==> config.mk <==
export PLATFORM = sky130hd
export DESIGN_NAME = pkt_fmt_seq
export DESIGN_NICKNAME = d
export VERILOG_FILES = /design/src/rtl/pkt_fmt_pkg.sv /design/src/rtl/pkt_fmt_len.sv /design/src/rtl/pkt_fmt_beat.sv /design/src/rtl/pkt_fmt_ctl.sv /design/src/rtl/pkt_fmt_seq.sv
export SDC_FILE = /design/constraint.sdc
export NUM_CORES = 1
export LEC_CHECK = 0
export BUFFER_PORTS_ARGS = -buffer_cell sky130_fd_sc_hd__buf_2
export CAP_MARGIN = 20
export CELL_PAD_IN_SITES_DETAIL_PLACEMENT = 1
export CELL_PAD_IN_SITES_GLOBAL_PLACEMENT = 1
export CORE_MARGIN = 2
export CORE_UTILIZATION = 28
export CTS_CLUSTER_DIAMETER = 120
export DETAILED_ROUTE_END_ITERATION = 8
export PLACE_DENSITY = 0.87
export SETUP_SLACK_MARGIN = 0.2
export SYNTH_ARGS = -nofsm -noshare
export SYNTH_HDL_FRONTEND = slang
export SYNTH_SLANG_ARGS = --single-unit
==> constraint.sdc <==
create_clock -name clk -period 3.7 [get_ports clk]
set_clock_uncertainty 0.2 [all_clocks]
set_input_delay 0.74 -clock clk [delete_from_list [all_inputs] [get_ports clk]]
set_output_delay 0.74 -clock clk [all_outputs]
set_load 0.05 [all_outputs]
==> src/rtl/pkt_fmt_pkg.sv <==
package pkt_fmt_pkg;
  typedef enum logic [1:0] {
    ST_IDLE  = 2'd0,
    ST_WAIT  = 2'd1,
    ST_BURST = 2'd2
  } fmt_state_e;
endpackage

==> src/rtl/pkt_fmt_len.sv <==
module pkt_fmt_len #(
  parameter int CODE_W   = 3,
  parameter int SEL_W    = 2,
  parameter int BASE_LEN = 4,
  parameter int CNT_W    = 6
) (
  input  logic [CODE_W-1:0] code,
  output logic [CNT_W-1:0]  len
);
  localparam int NLEN = 1 << SEL_W;

  logic [CNT_W-1:0] len_tbl [NLEN];

  for (genvar g = 0; g < NLEN; g++) begin : g_tbl
    assign len_tbl[g] = CNT_W'(BASE_LEN << g);
  end

  assign len = len_tbl[code[SEL_W-1:0]];

  if (CODE_W > SEL_W) begin : g_hi
    logic unused_code_hi;
    assign unused_code_hi = ^code[CODE_W-1:SEL_W];
  end
endmodule

==> src/rtl/pkt_fmt_beat.sv <==
module pkt_fmt_beat #(
  parameter int CNT_W = 6
) (
  input  logic             clk,
  input  logic             rst_n,
  input  logic             clear,
  input  logic             step,
  input  logic [CNT_W-1:0] len,
  output logic             first,
  output logic             last
);
  logic [CNT_W-1:0] cnt;

  always_ff @(posedge clk or negedge rst_n) begin
    if (!rst_n)     cnt <= '0;
    else if (clear) cnt <= '0;
    else if (step)  cnt <= cnt + 1'b1;
  end

  assign first = (cnt == '0);
  assign last  = (cnt == len - 1'b1);
endmodule

==> src/rtl/pkt_fmt_ctl.sv <==
module pkt_fmt_ctl import pkt_fmt_pkg::*; (
  input  logic       clk,
  input  logic       rst_n,
  input  logic       sel_ok,
  input  logic       grant,
  input  logic       last,
  output fmt_state_e state,
  output logic       load,
  output logic       burst
);
  fmt_state_e nxt;

  always_comb begin
    nxt = state;
    unique case (state)
      ST_IDLE:  if (sel_ok) nxt = ST_WAIT;
      ST_WAIT:  if (grant)  nxt = ST_BURST;
      ST_BURST: if (last)   nxt = ST_IDLE;
      default:              nxt = ST_IDLE;
    endcase
  end

  always_ff @(posedge clk or negedge rst_n) begin
    if (!rst_n) state <= ST_IDLE;
    else        state <= nxt;
  end

  assign load  = (state == ST_IDLE) && sel_ok;
  assign burst = (state == ST_BURST);
endmodule

==> src/rtl/pkt_fmt_seq.sv <==
module pkt_fmt_seq import pkt_fmt_pkg::*; #(
  parameter int DW       = 32,
  parameter int NCH      = 3,
  parameter int IDW      = 2,
  parameter int CODE_W   = 3,
  parameter int SEL_W    = 2,
  parameter int BASE_LEN = 4,
  localparam int MAX_LEN = BASE_LEN << ((1 << SEL_W) - 1),
  localparam int CNT_W   = $clog2(MAX_LEN) + 1
) (
  input  logic              clk,
  input  logic              rst_n,
  input  logic              sel_valid,
  input  logic [IDW-1:0]    sel_id,
  input  logic [CODE_W-1:0] sel_code,
  input  logic [CNT_W-1:0]  sel_count,
  input  logic [DW-1:0]     src_word,
  output logic              src_pop,
  output logic              fmt_req,
  input  logic              fmt_grant,
  output logic [IDW-1:0]    fmt_chid,
  output logic [CNT_W-1:0]  fmt_len,
  output logic              fmt_valid,
  output logic [DW-1:0]     fmt_data,
  output logic              fmt_sop,
  output logic              fmt_eop
);
  logic [CNT_W-1:0] dec_len;
  logic [CNT_W-1:0] len_q;
  logic [IDW-1:0]   id_q;
  logic             sel_ok, load, burst, first, last;
  fmt_state_e       st;

  pkt_fmt_len #(
    .CODE_W(CODE_W), .SEL_W(SEL_W), .BASE_LEN(BASE_LEN), .CNT_W(CNT_W)
  ) u_len (
    .code(sel_code),
    .len (dec_len)
  );

  assign sel_ok = sel_valid
                && ({1'b0, sel_id} < (IDW+1)'(NCH))
                && (sel_count >= dec_len);

  always_ff @(posedge clk or negedge rst_n) begin
    if (!rst_n) begin
      id_q  <= '0;
      len_q <= '0;
    end else if (load) begin
      id_q  <= sel_id;
      len_q <= dec_len;
    end
  end

  pkt_fmt_ctl u_ctl (
    .clk  (clk),
    .rst_n(rst_n),
    .sel_ok(sel_ok),
    .grant(fmt_grant),
    .last (last),
    .state(st),
    .load (load),
    .burst(burst)
  );

  pkt_fmt_beat #(.CNT_W(CNT_W)) u_beat (
    .clk  (clk),
    .rst_n(rst_n),
    .clear(load),
    .step (burst),
    .len  (len_q),
    .first(first),
    .last (last)
  );

  assign fmt_req   = (st == ST_WAIT);
  assign fmt_valid = burst;
  assign src_pop   = burst;
  assign fmt_chid  = id_q;
  assign fmt_len   = len_q;
  assign fmt_data  = burst ? src_word : '0;
  assign fmt_sop   = burst && first;
  assign fmt_eop   = burst && last;
endmodule

# Word level (Yosys, flattened, before mapping)
# Cells that the tools add are included.
[word_totals]
output_inout_bits = 45
regBits = 16
[classes]
addsub = 2
reduce_logical = 9
bitwise_logic = 1
eq_ne = 6
mux = 10
n_lt_le_gt_ge = 3
[ops]
columns = ["cell", "count"]
rows = [
  ["two-way mux 32 bit", 1],
  ["two-way mux 6 bit", 4],
  ["binary-select mux 6 bit (select 2 bit)", 1],
  ["adder 6 x 1 -> 6 bit, second input constant", 1],
  ["== test 6 bit", 1],
  ["greater-or-equal comparator 6 bit", 1],
  ["zero test 6 bit", 1],
  ["two-way mux 2 bit", 3],
  ["inequality test 2 x 1 -> 1 bit, second input constant", 3],
  ["one-hot mux 2 bit (3 select lines)", 1],
  ["subtractor 6 x 1 -> 6 bit, second input constant", 1],
  ["logical AND 1 bit", 5],
  ["greater-or-equal comparator 3 bit, second input constant", 1],
  ["NOT 2 -> 3 bit", 1],
  ["AND reduction 3 bit", 1],
  ["== test 2 x 1 -> 1 bit, second input constant", 1],
  ["== test 2 bit, second input constant", 1],
  ["zero test 2 bit", 1],
  ["< comparator 2 bit, second input constant", 1],
  ["nonzero test 2 bit", 1],
]

# Longest topological paths before layout
# Gate-level depths: netlist of the first run.
[logic_depth]
word_depth = 8
ltp_mapped = 7
depth_no_buf = 6

# Hierarchy
# Synthesis of the first run repeated with hierarchy kept, for this count alone.
[unflattened]
cells_unflattened = 146
hier_area_um2 = 1301.2
[modules_own_cells]
columns = ["module", "cells_per_inst", "seq_area_each_um2", "area_per_inst_um2", "instances"]
rows = [
  ["pkt_fmt_seq", 77, 200.2, 680.7, 1],
  ["pkt_fmt_beat", 52, 150.1, 473.0, 1],
  ["pkt_fmt_ctl", 10, 50.0, 102.6, 1],
  ["pkt_fmt_len", 7, 0.0, 45.0, 1],
]

# Worst setup path after synthesis of the first run
# No wires, ideal clock.
[synth_path]
kind = "register -> output"
start = "register len_q[2], in the netlist fmt_len[2]"
end = "output port fmt_eop"
path_slack_ps = 308
stages_incl_launch_ff = 6
arrival_ps = 2452
cell_sequence = "dfrtp_1 > inv_1 > ha_1 > xnor3_1 > nand4_1 > nor3_1"
[synth_between]
elab_chain_cells = 3
[synth_rtl]
columns = ["item", "line_no", "rtl"]
rows = [
  ["from (decl)", "pkt_fmt_seq.sv:29", "logic [CNT_W-1:0] len_q;"],
  ["from (signal assigned)", "pkt_fmt_seq.sv:51", "len_q <= dec_len;"],
  ["subtractor 6 x 1 -> 6 bit", "pkt_fmt_beat.sv:21", "assign last = (cnt == len - 1'b1);"],
  ["== test 6 bit", "pkt_fmt_beat.sv:21", ""],
  ["logical AND 1 bit", "pkt_fmt_seq.sv:83", "assign fmt_eop = burst && last;"],
  ["to (decl)", "pkt_fmt_seq.sv:26", "output logic fmt_eop"],
]
# Every way passes these cells.

# Worst setup path after layout of the first run
[layout_path]
start = "register u_ctl.state[0]"
end = "output port fmt_data[30]"
[layout_between]
elab_chain_cells = 2
[layout_rtl]
columns = ["item", "line_no", "rtl"]
rows = [
  ["from (decl)", "pkt_fmt_ctl.sv:7", "output fmt_state_e state,"],
  ["from (signal assigned)", "pkt_fmt_ctl.sv:25", "else state <= nxt;"],
  ["== test 2 bit", "pkt_fmt_ctl.sv:29", "assign burst = (state == ST_BURST);"],
  ["two-way mux 32 bit", "pkt_fmt_seq.sv:81", "assign fmt_data = burst ? src_word : '0;"],
  ["to (decl)", "pkt_fmt_seq.sv:24", "output logic [DW-1:0] fmt_data,"],
]
# Every way passes these cells.

==> results of run 1 <==
==> kinds of logic (layout without fill, tap and decap cells) <==
| kind of cell | count (synthesis) | after routing | share of synthesized area |
|---|---|---|---|
| compound gates | 11 | 11 | 0.0830 |
| xor+xnor | 8 | 8 | 0.0741 |
| fa+ha+maj | 7 | 7 | 0.0774 |
| buf+inv | 19 | 103 | 0.0852 |
| flops | 14 | 14 | 0.310 |
| mux | 6 | 6 | 0.0564 |
| other cells | 1 | 2 | 0.00332 |
| simple gates | 61 | 61 | 0.311 |
==> worst max path at each step <==
stage	endpoint	slack [ps]	cells past startpoint
detailed placement	fmt_len[2]	750	8
floorplan	fmt_eop	310	5
finish	fmt_data[30]	660	5
global placement	fmt_len[2]	770	8
global route	fmt_data[25]	430	5
CTS	fmt_data[30]	600	5
==> critical path: cells and delay by family (launching register included) <==
| kind | cells | cell delay [ps] |
|---|---|---|
| AND/OR/NAND/NOR | 2 | 430 |
| buffers and inverters | 3 | 1050 |
| flip-flops | 1 | 380 |
==> power breakdown <==
group,total (mW),internal (mW),switching (mW)
Clock,0.124,0.0721,0.0516
Combinational,0.996,0.291,0.705
Sequential,0.279,0.214,0.0646
Total,1.40,0.577,0.822
==> layout make-up <==
cell class,instances,area [sq um]
Fill cell,493,2300
Multi-Input combinational cell,95,688
Timing Repair Buffer,91,463
Sequential cell,14,350
Tap cell,50,62.6
Clock buffer,3,41.3
Inverter,9,33.8
==> per-stage QoR <==
step                      instance area (sq um)  power [mW]  utilization  setup slack, ps
after global placement                     1600        1.27        0.405              767
after detailed placement                   1600        1.29        0.405              753
final                                      1640        1.40        0.416              656
after global routing                       1640        1.50        0.416              431
after CTS                                  1640        1.42        0.416              604
after floorplan                            1130        1.08            -              308
==> state kept, by name, indices dropped and copies added (netlist names) <==
| name | flops |
|---|---|
| fmt_chid | 2 |
| u_beat.cnt | 6 |
| u_ctl.state | 2 |
| fmt_len | 4 |
==> per-layer routing <==
metal / routed length, um / part of all wire / up-vias
met1: 1170 / 0.38 / 537
met3: 205 / 0.067 / 4
met5: 0 / 0 / -
met2: 1630 / 0.53 / 53
met4: 50 / 0.016 / 0
li1: - / - / 577
==> layout by cell type (no fill, tap or decap), types with 2 or more instances in the layout <==
| cell | netlist | routed |
|---|---|---|
| nand2_1 | 10 | 10 |
| nand2b_1 | 3 | 3 |
| nor2_1 | 4 | 4 |
| nand3_1 | 2 | 2 |
| nor2b_1 | 2 | 2 |
| inv_1 | 9 | 9 |
| clkbuf_8 | 0 | 3 |
| o21ai_0 | 2 | 2 |
| o22ai_1 | 2 | 2 |
| mux2i_1 | 3 | 3 |
| mux2_2 | 3 | 3 |
| and2_1 | 32 | 32 |
| conb_1 | 1 | 2 |
| buf_4 | 4 | 3 |
| dfrtp_1 | 14 | 14 |
| xnor2_1 | 3 | 3 |
| xor2_1 | 4 | 4 |
| ha_1 | 7 | 7 |
| buf_2 | 2 | 88 |
| nand4_1 | 2 | 2 |
| nor3_1 | 2 | 2 |
==> run metrics, run 1 <==
reg-to-reg endpoint=u_beat.cnt[5]; Post-synth ARST share=1.00; CP Max Fanout=25; r2r setup slk=1560 ps; Max clock buf depth=2; Cells after DPL=259; Die Span X=67.6 um; Total GRT Usage=0.141; Yosys warnings=0; RSZ-0062 raised after global routing=no; Slowest cell on crit path=inv_1; Final Cycle Share=0.823; TNS Setup=0 ps; number of synthesized flops with an enable pin=0; status=completed; Core ar.=3940 sq um; Sink Count=14; Post-Synthesis Cells=127; arrival time worst endpoint=2100 ps; Final Max Slew Viols=0; top_reg_cell synth=dfrtp_1; Fin Hold WS=181 ps; # rows=23; Initial Utilization=0.287; CP cell instances=nand2b_1 > inv_1 > buf_4 > and2_1 > buf_2; H-tree Lvls=1; First-pass DRT Iterations=4; initial drt markers=12; synth cell count leaders=32 x and2_1, 14 x dfrtp_1, 10 x nand2_1; routed len/inst=11.7 um; Synth area leaders=dfrtp_1 31%, and2_1 18%, ha_1 7.7%, nand2_1 3.3%, xor2_1 3.1%; Critical Path Sink Type=output pin; Clock transition at path regs=50 ps; RR Startpoint=u_ctl.state[0]; critical path class=flip-flop to output pin; clock root cell=clkbuf_8; worst-margin pin slew=602 ps; met3 track demand over resource=0.0167; num ports=92; vias in the first global route=1170; Synth cell types=34; die height=67.6 um; DRC Markers=0; minimum clock period after layout=3040 ps; routed wire length=3.05 mm; most frequent cell after synthesis=and2_1; initial antenna violation count=0; Seq cells post-synth=14; post-CTS sizing=0; port bufs=88; area grow syn2layout=44.9%; clock latency at the later pin of the worst-skew pair=250 ps; sequential fraction of the synthesis area=0.310; vias per cell=4.47; number of max-cap violations=0; TritonCTS Buffers=3; Setup Buffers After CTS=0; leak pwr=0.944 nW; first-pass GRT wire length=4.85 mm; fin nets=268; largest net degree at the start of global routing=26; gr ovfl total=0; WP data required=2760 ps; CP startpoint=u_ctl.state[0]; Hold Buf Count CTS=0; Synth area leader=dfrtp_1; met2 Use GR=0.268; final hold vios=0; startpoint types=flip-flop; GR peak layer=met2; post-detail-place hpwl=2.62 mm; GR Layer Usage met1=0.149; CP max stage delay=520 ps; Final ANT Viol Nets=0; FF-to-FF path depth=6; Routability Congestion=0.711; layout cells sized above 1=0.476; VDD IR-drop max=0.283 mV; routed vias=1171; die area=4560 sq um; average instance area after synthesis=8.91 sq um; # diodes=0; Power Density=853 nW/um^2; worst min path class=input pin to asynchronous set/reset pin; post-synth top area share=0.310; FMAX=328 MHz; relative slew slack=0.598; endpoints failing setup=0; Layout Cells excl Fill=262; Post-Synthesis Cell Area=1130 sq um; CTS tree=yes
No activity file was read; power rests on OpenSTA's default activity.
==> run 2: changes to the inputs <==
--- a/config.mk
+++ b/config.mk
@@ -10,10 +10,10 @@
 export CELL_PAD_IN_SITES_DETAIL_PLACEMENT = 1
 export CELL_PAD_IN_SITES_GLOBAL_PLACEMENT = 1
 export CORE_MARGIN = 2
-export CORE_UTILIZATION = 28
+export CORE_UTILIZATION = 23
 export CTS_CLUSTER_DIAMETER = 120
 export DETAILED_ROUTE_END_ITERATION = 8
-export PLACE_DENSITY = 0.87
+export PLACE_DENSITY = 0.77
 export SETUP_SLACK_MARGIN = 0.2
 export SYNTH_ARGS = -nofsm -noshare
 export SYNTH_HDL_FRONTEND = slang
==> constraint.sdc (replaced) <==
create_clock -name clk -period 2.65 [get_ports clk]
set_clock_uncertainty 0.2 [all_clocks]
set_input_delay 0.53 -clock clk [delete_from_list [all_inputs] [get_ports clk]]
set_output_delay 0.53 -clock clk [all_outputs]
set_load 0.05 [all_outputs]
==> run metrics, run 2 (same netlist as run 1, synthesis figures left out) <==
status=completed (unchanged); worst min path class=input pin to flip-flop (was input pin to asynchronous set/reset pin); critical path class=flip-flop to output pin (unchanged); Total GRT Usage=0.119 (was 0.141); fin nets=274 (was 268); WL met3=159 um (was 205 um); Layout Cells excl Fill=285 (was 262); initial drt markers=32 (was 12); Cell Area, Placed=1670 sq um (was 1600 sq um); post-route core utilization=0.368 (was 0.416); Initial Utilization=0.239 (was 0.287); final hold vios=0 (unchanged); most flop-heavy register=u_beat.cnt (unchanged); # rows=25 (was 23); Power Density=1180 nW/um^2 (was 853 nW/um^2); vias in the first global route=1120 (was 1170); arrival time worst endpoint=1670 ps (was 2100 ps); routed len/inst=11.6 um (was 11.7 um); FMAX=417 MHz; num ports=92 (unchanged); layout cells sized above 1=0.500 (was 0.476); number of max-cap violations=0 (unchanged); largest net degree at the start of global routing=21 (was 26); Largest register FFs=6 (unchanged); RSZ-0062 raised after global routing=no (unchanged); Cells after DPL=279 (was 259); H-tree Lvls=1 (unchanged); top sig layer=met4 (unchanged); routed vias=1181 (was 1171); metal2 WL=1.80 mm (was 1.63 mm); Final Max Slew Viols=0 (unchanged); CP Max Fanout=2 (was 25); Die Span X=74.1 um (was 67.6 um); Routability Congestion=0.712 (was 0.711); TritonCTS Buffers=3 (unchanged); Critical Path Sink Type=output pin (unchanged); VDD IR-drop max=0.356 mV (was 0.283 mV); die height=74.1 um (was 67.6 um); initial antenna violation count=0 (unchanged); endpoints failing setup=0 (unchanged); routed wire length=3.30 mm (was 3.05 mm); final worst setup slack=254 ps (was 656 ps); clock root cell=clkbuf_8 (unchanged); commonest cells after routing, fill and taps aside=87 x buf_2, 32 x and2_1, 14 x dfrtp_1, 10 x nand2_1, 8 x inv_1 (was 88 x buf_2, 32 x and2_1, 14 x dfrtp_1, 10 x nand2_1, 9 x inv_1); Fillers=586 (was 493); first-pass GRT wire length=5.06 mm (was 4.85 mm); port bufs=88 (unchanged); First-pass DRT Iterations=4 (unchanged); Final ANT Viol Nets=0 (unchanged); vias per cell=4.14 (was 4.47); most common cell after layout, fill and taps aside=buf_2 (unchanged); dpl ws=194 ps (was 753 ps); clock latency at the later pin of the worst-skew pair=250 ps (about the same); Core ar.=4720 sq um (was 3940 sq um); Clock transition at path regs=50 ps (about the same); Final Cycle Share=0.904; startpoint types=flip-flop (unchanged); CTS tree=yes (unchanged); gr ovfl total=0 (unchanged); # diodes=0 (unchanged); Max clock buf depth=2 (unchanged); minimum clock period after layout=2400 ps; cell area after layout=1740 sq um (was 1640 sq um); Sink Count=14 (unchanged); DRC Markers=0 (unchanged); die area=5490 sq um (was 4560 sq um); leak pwr=0.978 nW (was 0.944 nW); met1 WL=1.31 mm (was 1.17 mm); area grow syn2layout=53.7% (was 44.9%); WP data required=1920 ps (was 2760 ps); post-detail-place hpwl=2.82 mm (was 2.62 mm)
## run 2: through the flow
stage               power (mW)  hold WS (ps)  TNS, ps
floorplan                 1.52          34.4     -117
global placement          1.82           243        0
detailed placement        1.86           243        0
CTS                       2.07           294        0
global route              2.18           295        0
finish                    2.05           295        0
## run 2: routing by layer
metal / up-vias / track usage
met5: - / 0
met4: 0 / 0.0303
met3: 3 / 0.0244
met2: 38 / 0.222
met1: 550 / 0.137
li1: 590 / -
## run 2: report_power, final
part / internal (mW) / switching (mW)
sequential: 0.299 / 0.0832
clock: 0.101 / 0.0746
combinational: 0.461 / 1.03
total: 0.861 / 1.19
## run 2: what timing repair did
action | 4_1_cts | 5_1_grt
gates resized for setup | 2 | 1
pin swaps | 2 | 1
buffers inserted | 2 | 0
endpoints found under the hold margin | 14 | 0
setup endpoints to repair | 1 | 27
hold buffers | 1 | 0
## run 2: final timing paths
kind                                 from             end  slack, ps  depth (start not counted)
min in group asynchronous           rst_n      fmt_len[3]        490                          2
setup reg to reg           u_ctl.state[0]      fmt_len[5]        930                          5
hold reg to reg               fmt_chid[0]     fmt_chid[0]        300                          1
max in group asynchronous           rst_n   u_beat.cnt[5]       1520                          2
setup / recovery               fmt_len[3]         fmt_eop        250                          6
hold / removal                  fmt_grant  u_ctl.state[1]        290                          3
## run 2: final cells by class
class,instances,area [sq um],share of cell area
multi-input combinational,95,699,0.402
timing repair buffer,97,529,0.305
sequential,14,350,0.202
tap,67,83.8,0.0482
clock buffer,3,41.3,0.0238
inverter,9,33.8,0.0194
## run 2: critical path: stages, from the launching register on
cell,delay [ps]
dfrtp_1,380
inv_1,100
ha_1,250
xor2_1,140
nand4_1,140
nor3_2,200
buf_6,200
